===== src/rtl/slumber_ctrl.sv =====
module slumber_ctrl #(
  parameter int CNT_W = 32
) (
  input  logic        clk,
  input  logic        rst_n,
  input  logic        reg_we,
  input  logic [2:0]  reg_addr,
  input  logic [31:0] reg_wdata,
  output logic [31:0] reg_rdata,
  input  logic        slow_tick,
  input  logic [3:0]  ext_wake,
  output logic        core_pwr_en,
  output logic        hib_active,
  output logic        doze_active,
  output logic [3:0]  ram_keep,
  output logic        state_keep,
  output logic        pad_keep,
  output logic        run_mode,
  output logic        wake_irq
);

  typedef enum logic [2:0] {S_RUN, S_PRE, S_HOFF, S_SLEEP, S_HON} st_t;

  st_t              st_q;
  logic [7:0]       sleep_q;
  logic [23:0]      wctl_q;
  logic [CNT_W-1:0] tmo_q, cnt_q;
  logic             sync_q;
  logic [3:0]       evt_q, sy1_q, sy2_q, prev_q;

  logic [3:0] en, edg, pol, ien, act, act_prev, hit;
  assign en  = wctl_q[7:4];
  assign edg = wctl_q[11:8];
  assign pol = wctl_q[15:12];
  assign ien = wctl_q[23:20];

  assign act      = ~(sy2_q ^ pol);
  assign act_prev = ~(prev_q ^ pol);
  assign hit      = en & ((edg & act & ~act_prev) | (~edg & act));

  logic wr_sleep, wr_stat, clr_sync, mode_ok, timer_hit, wake;
  assign wr_sleep  = reg_we && reg_addr == 3'd0;
  assign wr_stat   = reg_we && reg_addr == 3'd3;
  assign clr_sync  = wr_stat && reg_wdata[0];
  assign mode_ok   = reg_wdata[1:0] == 2'd1 || reg_wdata[1:0] == 2'd2;
  assign timer_hit = wctl_q[0] && cnt_q == tmo_q;
  assign wake      = timer_hit || (|hit);

  always_ff @(posedge clk or negedge rst_n) begin
    if (!rst_n) begin
      st_q    <= S_RUN;
      sleep_q <= '0;
      wctl_q  <= '0;
      tmo_q   <= '0;
      cnt_q   <= '0;
      sync_q  <= 1'b0;
      evt_q   <= '0;
      sy1_q   <= '0;
      sy2_q   <= '0;
      prev_q  <= '0;
    end else begin
      sy1_q  <= ext_wake;
      sy2_q  <= sy1_q;
      prev_q <= sy2_q;
      if (reg_we && reg_addr == 3'd1) wctl_q <= reg_wdata[23:0];
      if (reg_we && reg_addr == 3'd2) tmo_q  <= reg_wdata[CNT_W-1:0];
      evt_q <= (evt_q & ~(wr_stat ? reg_wdata[7:4] : 4'h0)) | hit;
      if (clr_sync) sync_q <= 1'b0;
      case (st_q)
        S_RUN: if (wr_sleep) begin
          sleep_q <= reg_wdata[7:0];
          if (mode_ok) st_q <= S_PRE;
        end
        S_PRE: begin
          sync_q <= 1'b1;
          st_q   <= S_HOFF;
        end
        S_HOFF: if (clr_sync) begin
          st_q  <= S_SLEEP;
          cnt_q <= '0;
        end
        S_SLEEP: if (wake) begin
          st_q   <= S_HON;
          sync_q <= 1'b1;
        end else if (slow_tick) begin
          cnt_q <= cnt_q + 1'b1;
        end
        S_HON: if (clr_sync) st_q <= S_RUN;
        default: st_q <= S_RUN;
      endcase
    end
  end

  logic asleep;
  assign asleep      = st_q == S_SLEEP;
  assign core_pwr_en = !asleep;
  assign run_mode    = st_q == S_RUN;
  assign hib_active  = asleep && sleep_q[1:0] == 2'd1;
  assign doze_active = asleep && sleep_q[1:0] == 2'd2;
  assign state_keep  = !asleep || sleep_q[6];
  assign pad_keep    = !asleep || sleep_q[7];
  assign wake_irq    = |(evt_q & ien);

  for (genvar p = 0; p < 4; p++) begin : g_page
    assign ram_keep[p] = !asleep || (2'(p) <= sleep_q[5:4]);
  end

  always_comb begin
    case (reg_addr)
      3'd0:    reg_rdata = {24'h0, sleep_q};
      3'd1:    reg_rdata = {8'h0, wctl_q};
      3'd2:    reg_rdata = 32'(tmo_q);
      3'd3:    reg_rdata = {24'h0, evt_q, 3'b000, sync_q};
      3'd4:    reg_rdata = 32'(cnt_q);
      default: reg_rdata = 32'h0;
    endcase
  end

  a_r2_keep_stable: assert property (@(posedge clk) disable iff (!rst_n)
    (!core_pwr_en && $past(!core_pwr_en)) |-> $stable({ram_keep, state_keep, pad_keep}));
  a_r3_write0_keeps: assert property (@(posedge clk) disable iff (!rst_n)
    (wr_stat && !reg_wdata[0] && sync_q) |=> sync_q);
  a_r4_sync_before_off: assert property (@(posedge clk) disable iff (!rst_n)
    $fell(core_pwr_en) |-> $past(sync_q));
  a_r5_wake_raises_sync: assert property (@(posedge clk) disable iff (!rst_n)
    $rose(core_pwr_en) |-> sync_q);
  a_r6_count_zero_on_entry: assert property (@(posedge clk) disable iff (!rst_n)
    $fell(core_pwr_en) |-> cnt_q == '0);
  a_r9_word_frozen: assert property (@(posedge clk) disable iff (!rst_n)
    (st_q != S_RUN && wr_sleep) |=> $stable(sleep_q));

endmodule


===== config.mk =====
export PLATFORM = sky130hd
export DESIGN_NAME = slumber_ctrl
export DESIGN_NICKNAME = d
export VERILOG_FILES = /design/src/rtl/slumber_ctrl.sv
export SDC_FILE = /design/constraint.sdc
export NUM_CORES = 1
export LEC_CHECK = 0
export BUFFER_PORTS_ARGS = -buffer_cell sky130_fd_sc_hd__buf_2
export CAP_MARGIN = 40
export CELL_PAD_IN_SITES_DETAIL_PLACEMENT = 0
export CELL_PAD_IN_SITES_GLOBAL_PLACEMENT = 1
export CORE_MARGIN = 4
export CORE_UTILIZATION = 45
export CTS_CLUSTER_DIAMETER = 30
export DETAILED_ROUTE_END_ITERATION = 8
export GPL_ROUTABILITY_DRIVEN = 0
export PLACE_DENSITY_LB_ADDON = 0.1
export SYNTH_ARGS = -nofsm -noshare
export SYNTH_HDL_FRONTEND = slang
export SYNTH_SLANG_ARGS = --single-unit

===== constraint.sdc =====
create_clock -name clk -period 4.28 [get_ports clk]
set_input_delay 0.214 -clock clk [delete_from_list [all_inputs] [get_ports clk]]
set_output_delay 0.214 -clock clk [all_outputs]
set_load 0.05 [all_outputs]

==> flow_summary.ini, run 1 <==
[run_status]
status = completed

[sta]
hold_viol = 0
rsz0062_at_grt = false
whs_ps = 17.31
finClkSkew_ps = 13.38
tns_ps = 0
fin_crit_ps = 2546
slew_headroom_pct = 41.10
setup_viol = 0
max_freq_mhz = 392.8
worst_pin_slew_ps = 881.3
fin_crit_sh_pct = 59.49
drv_slew = 0

[clock_tree]
hold_buffers = 6
cts_root_buf = clkbuf_16
cts_tree = done
cts_made_buffers = 17
post_cts.repair.setup_buffers = 0
clk-insertion-delay-late_ps = 440
cts_sinks = 116
cts_buffer_depth = 2
clkTransAtPathRegs_ps = 60
post_cts_resized = 0
htree_num_levels = 4

[global_routing]
grt_pass1_vias = 5307
grt_overflow = 0
grt_max_degree = 66
grt_pass1_wl_microns = 29470
antenna_found_initial = 1
grt_usage_pct = 24.01

[power_and_ir_drop]
p_leak_nw = 3.065
total_power_w = 0.003913
vdd_ir_drop_max_mv = 0.2819
powerDensity_nw_per_um2 = 528.2

[logic_synthesis]
synth_area_sq_um = 6158
synth_seq_area_share_pct = 47.14
synth.most_common_cell = dfrtp_1
yosys-top-cells-count = dfrtp_1, nand2_1, mux2_2
async_flop_share_pct = 100.0
ys_ff_latch = 116
synth_top_area_cell = dfrtp_1
synth_ff_type = dfrtp_1
yosysTopAreaCellShare_pct = 47.14
synth_fp_nets = 675
yosysWarnings = 0
yosysUniqueCellTypes = 47
synth_edf_count = 0
syn_area_per_cell_sq_um = 9.760
syn-instance-count = 631
synth_area_leaders = dfrtp_1, mux2_2, nand2_1, xnor2_1, a31oi_1

[floorplanning]
boundaryPins = 86
num_rows = 42
die_area_sq_um = 15620
start_util_pct = 46.14
die_h_microns = 125.0
die_x_microns = 125.0
core-area_sq_um = 13350

[finish]
diodes = 0
drive_gt1_share_pct = 26.77
final_util_pct = 55.49
fin_nets = 752
syn_to_final_growth_pct = 20.28

[drt]
postRouteAntennaNets = 0
vias_per_cell = 5.855
drcViolationCount = 0
vias = 5252
drt_wl_total_microns = 18230
drt_iter0_markers = 477
drt_pass1_iterations = 5
wl_per_cell_microns = 20.32

[setup_path]
cp-end-kind = flop
cp.required_ps = 4620
cp-start-kind = flop
slowest_delay_ps = 480
cp_max_fo = 34
worstSetupPathType = flop to flop
arrival_ps = 2890
crit_family = compound AO/OA/AOI/OAI gates
worst-path-buf-inv = 1
crit_slowest_cell = dfrtp_1
cp_cell_sequence = nor2b_1, a2111o_1, nor4_2, nand4_2, buf_4, a31o_4, a31oi_1

[flow_run]
drv_cap = 0

[place]
dp_hpwl_microns = 12540
port_buffers = 84

[min_path]
hp-class = primary input to flop
## report_power, final
group	leakage (nW)	switching, W	internal (W)
Sequential	1.44	0.000220	0.00130
Clock	0.297	0.000541	0.000989
Combinational	1.33	0.000511	0.000352
Total	3.06	0.00127	0.00264
## placed cells by master, fill, tap and decap left out, types with 12 or more instances in the layout
cell and count:
a31oi_1 32, xnor2_1 28, clkbuf_16 17, nand4_1 13, buf_2 83, nor3_1 18, inv_1 19, a21oi_1 31
nand2_1 70, mux2_2 58, nor4_1 12, a22oi_1 26, dfrtp_1 116, nor2_1 28, o21ai_0 39, mux2i_1 14
nand3_1 13
## per-layer routing
layer  vias up  part of all wire [%]  global-route usage, %
met2       188                    45                  35.18
met5         -                 0.093                      0
met1      2595                    47                  34.35
met3        24                   6.8                  7.335
met4         2                   1.1                  7.398
li1       2443                     -                      -
## kinds of logic after synthesis
group	synth area share, %
AO/OA/AOI/OAI	15.97
XOR/XNOR	4.693
adder cells (fa/ha/maj)	0.2031
buffers and inverters	4.328
flip-flops	47.14
multiplexers	12.88
other	0.06089
AND/OR/NAND/NOR	14.73
## area by class of cell
cell class | instances | area (sq um)
inverters | 19 | 71.32
clock inverters | 12 | 178.9
fillers | 1204 | 5941
repair buffers | 102 | 588.1
clock buffers | 20 | 446.7
flip-flops and latches | 116 | 2903
well taps | 176 | 220.2
multi-input cells | 452 | 2999
## per-stage QoR
step | cell area (sq um) | setup slack, ps | cells
finish | 7407 | 1734 | 897
detailed placement | 6721 | 1776 | 859
CTS | 7407 | 1762 | 897
floorplan | 6158 | 1625 | 631
global route | 7407 | 1513 | 897
global placement | 6691 | 1767 | 857
## state kept, by name, summed over array words and instances, names as in the netlist
register	count
cnt_q	32
tmo_q	32
wctl_q	24
sleep_q	8
evt_q	4
prev_q	4
sy1_q	4
sy2_q	4
st_q	3
sync_q	1
## worst paths after layout
path,startpoint,endpoint,slack (ps),cells after the start
max,cnt_q[24]$_DFFE_PN0P_,cnt_q[29]$_DFFE_PN0P_,1730,7
min in group asynchronous,rst_n,st_q[1]$_DFFE_PN0P_,470,3
min reg2reg,sy1_q[1]$_DFF_PN0_,sy2_q[1]$_DFF_PN0_,350,0
max in group asynchronous,rst_n,tmo_q[13]$_DFFE_PN0P_,3190,3
min,reg_wdata[26],tmo_q[26]$_DFFE_PN0P_,20,2
max reg2reg,cnt_q[24]$_DFFE_PN0P_,cnt_q[29]$_DFFE_PN0P_,1730,7
## worst reg2reg max path: stages, from the launching register on
cell and delay [ps]:
dfrtp_1 480, nor2b_1 190, a2111o_1 420, nor4_2 280, nand4_2 110, buf_4 290, a31o_4 430, a31oi_1 260
No activity file was read; power rests on OpenSTA's default activity.
==> run 2, diff against run 1 <==
==> constraint.sdc (replaced) <==
create_clock -name clk -period 2.62 [get_ports clk]
set_input_delay 0.131 -clock clk [delete_from_list [all_inputs] [get_ports clk]]
set_output_delay 0.131 -clock clk [all_outputs]
set_load 0.05 [all_outputs]
==> run 2 against run 1 <==
  * Worst hold slack hardly changed
  * Sequential power is 64% higher
  * Via count is 3.4% higher
  * Clock power is 58% higher
  * Final cell count is 4.6% higher
  * Critical endpoint is now cnt_q[30]$_DFFE_PN0P_
  * Non-clock buffer count is 41 higher
==> flow_summary.ini, run 2 (synthesis results as in run 1) <==
[min_path]
min_to = sleep_q[1]$_DFFE_PN0P_
min_path_cells = 2
hold_start = reg_wdata[1]
hp-class = primary input to flop

[drt]
drt_wl_total_microns = 18960
drt_iter0_markers = 654
drcViolationCount = 0
wl_per_cell_microns = 20.21
vias_per_cell = 5.792
postRouteAntennaNets = 0
drt_pass1_iterations = 6
vias = 5433

[global_routing]
grt_pass1_wl_microns = 30760
grt_usage_pct = 24.76
grt_overflow = 0
antenna_found_initial = 0
grt_pass1_vias = 5533
grt_max_degree = 53

[finish]
multiInputGateArea_sq_um = 3003
diodes = 0
syn_to_final_growth_pct = 26.66
layout_common_cells = dfrtp_1, buf_2, nand2_1
final_cells = 938
fin_nets = 793
nFillCells = 1220
layout.cells.most_common = dfrtp_1
layout.area.seq_sq_um = 2903
drive_gt1_share_pct = 27.56
reg.largest.list = cnt_q: 32 flops, tmo_q: 32 flops, wctl_q: 24 flops

[setup_path]
rr_worst_depth = 6
cp_cell_sequence = xnor2_1, a211oi_1, nor4_1, buf_4, a31o_4, a31oi_1
worstReg2RegEnd = cnt_q[30]$_DFFE_PN0P_
cp.required_ps = 2890
crit_slowest_cell = nor4_1
r2r-start = sy2_q[0]$_DFF_PN0_
slowest_delay_ps = 630
worstSetupPathType = flop to flop
cp-start-kind = flop
cp_max_fo = 32
cp-end-kind = flop
arrival_ps = 2640
reg2reg_slack_ps = 250

[sta]
drv_slew = 0
finClkSkew_ps = 6.025
hold_viol = 0
fin_crit_ps = 2373
setup_viol = 0
slew_headroom_pct = 50.05
worst_pin_slew_ps = 749.2
whs_ps = 17.69
fin_crit_sh_pct = 90.56
rsz0062_at_grt = false
max_freq_mhz = 421.5
tns_ps = 0

[run_status]
status = completed

[flow_run]
drv_cap = 0

[place]
dp_cells = 873
port_buffers = 84
dp_hpwl_microns = 13220

[clock_tree]
htree_num_levels = 4
cts_tree = done
cts_sinks = 116
cts_buffer_depth = 2
cts_made_buffers = 17
cts_root_buf = clkbuf_16
clkTransAtPathRegs_ps = 60
clk-insertion-delay-late_ps = 410

[power_and_ir_drop]
p_leak_nw = 3.251
vdd_ir_drop_max_mv = 0.4850
powerDensity_nw_per_um2 = 813.4
total_power_w = 0.006345

[floorplanning]
die_h_microns = 125.0
start_util_pct = 46.14
die_x_microns = 125.0
boundaryPins = 86
core-area_sq_um = 13350
die_area_sq_um = 15620
num_rows = 42
run 2: how the worst max path moves through the flow:
stage	end	slack (ps)	cells after the start	from
detailed placement	cnt_q[24]$_DFFE_PN0P_	230	7	sy2_q[0]$_DFF_PN0_
floorplan	doze_active	50	5	st_q[2]$_DFFE_PN0P_
finish	cnt_q[30]$_DFFE_PN0P_	250	6	sy2_q[0]$_DFF_PN0_
CTS	cnt_q[21]$_DFFE_PN0P_	220	7	sy2_q[1]$_DFF_PN0_
global route	cnt_q[8]$_DFFE_PN0P_	60	7	st_q[2]$_DFFE_PN0P_
global placement	cnt_q[8]$_DFFE_PN0P_	270	7	sy2_q[0]$_DFF_PN0_
run 2: repair_timing:
| item | CTS | global route |
|---|---|---|
| setup endpoints to repair | 0 | 3 |
| setup buffers | 0 | 0 |
| endpoints found under the hold margin | 100 | 0 |
| hold buffers | 33 | 0 |
| gates resized for setup | 0 | 1 |
run 2: power by group:
group	switching (W)	internal (W)	leakage [nW]	total, W
clock network	0.000879	0.00153	0.290	0.00241
registers	0.000365	0.00212	1.44	0.00249
logic	0.000843	0.000605	1.52	0.00145
total	0.00209	0.00426	3.25	0.00634
run 2: worst max-delay path, delay by kind of cell, from the launching register on:
kind | cells | cell delay [ps]
compound gates | 3 | 740
xor+xnor | 1 | 170
simple gates | 1 | 630
flops | 1 | 410
buf+inv | 1 | 280
run 2: routing by layer:
layer | wire length, microns | track usage (%) | share of wire, % | vias up
met5 | 0 | 0 | 0 | -
met4 | 191 | 5.102 | 1.0 | 0
met3 | 1077 | 5.075 | 5.7 | 16
met2 | 8645 | 37.68 | 46 | 184
met1 | 9042 | 36.92 | 48 | 2708
li1 | - | - | - | 2525
run 2: layout make-up:
class,instances,area share [%]
inverters,19,0.9143
repair buffers,143,12.64
clock inverters,14,2.278
clock buffers,18,5.630
well taps,176,2.823
flip-flops and latches,116,37.22
multi-input cells,452,38.50
run 2: through the flow:
step	setup WS (ps)	instance area, sq um	util (%)
2_1_floorplan	47.67	6158	-
5_1_grt	58.29	7800	58.44
3_5_place_dp	231.8	6849	51.31
6_report	247.3	7800	58.44
4_1_cts	218.5	7796	58.41
3_3_place_gp	269.2	6849	51.31
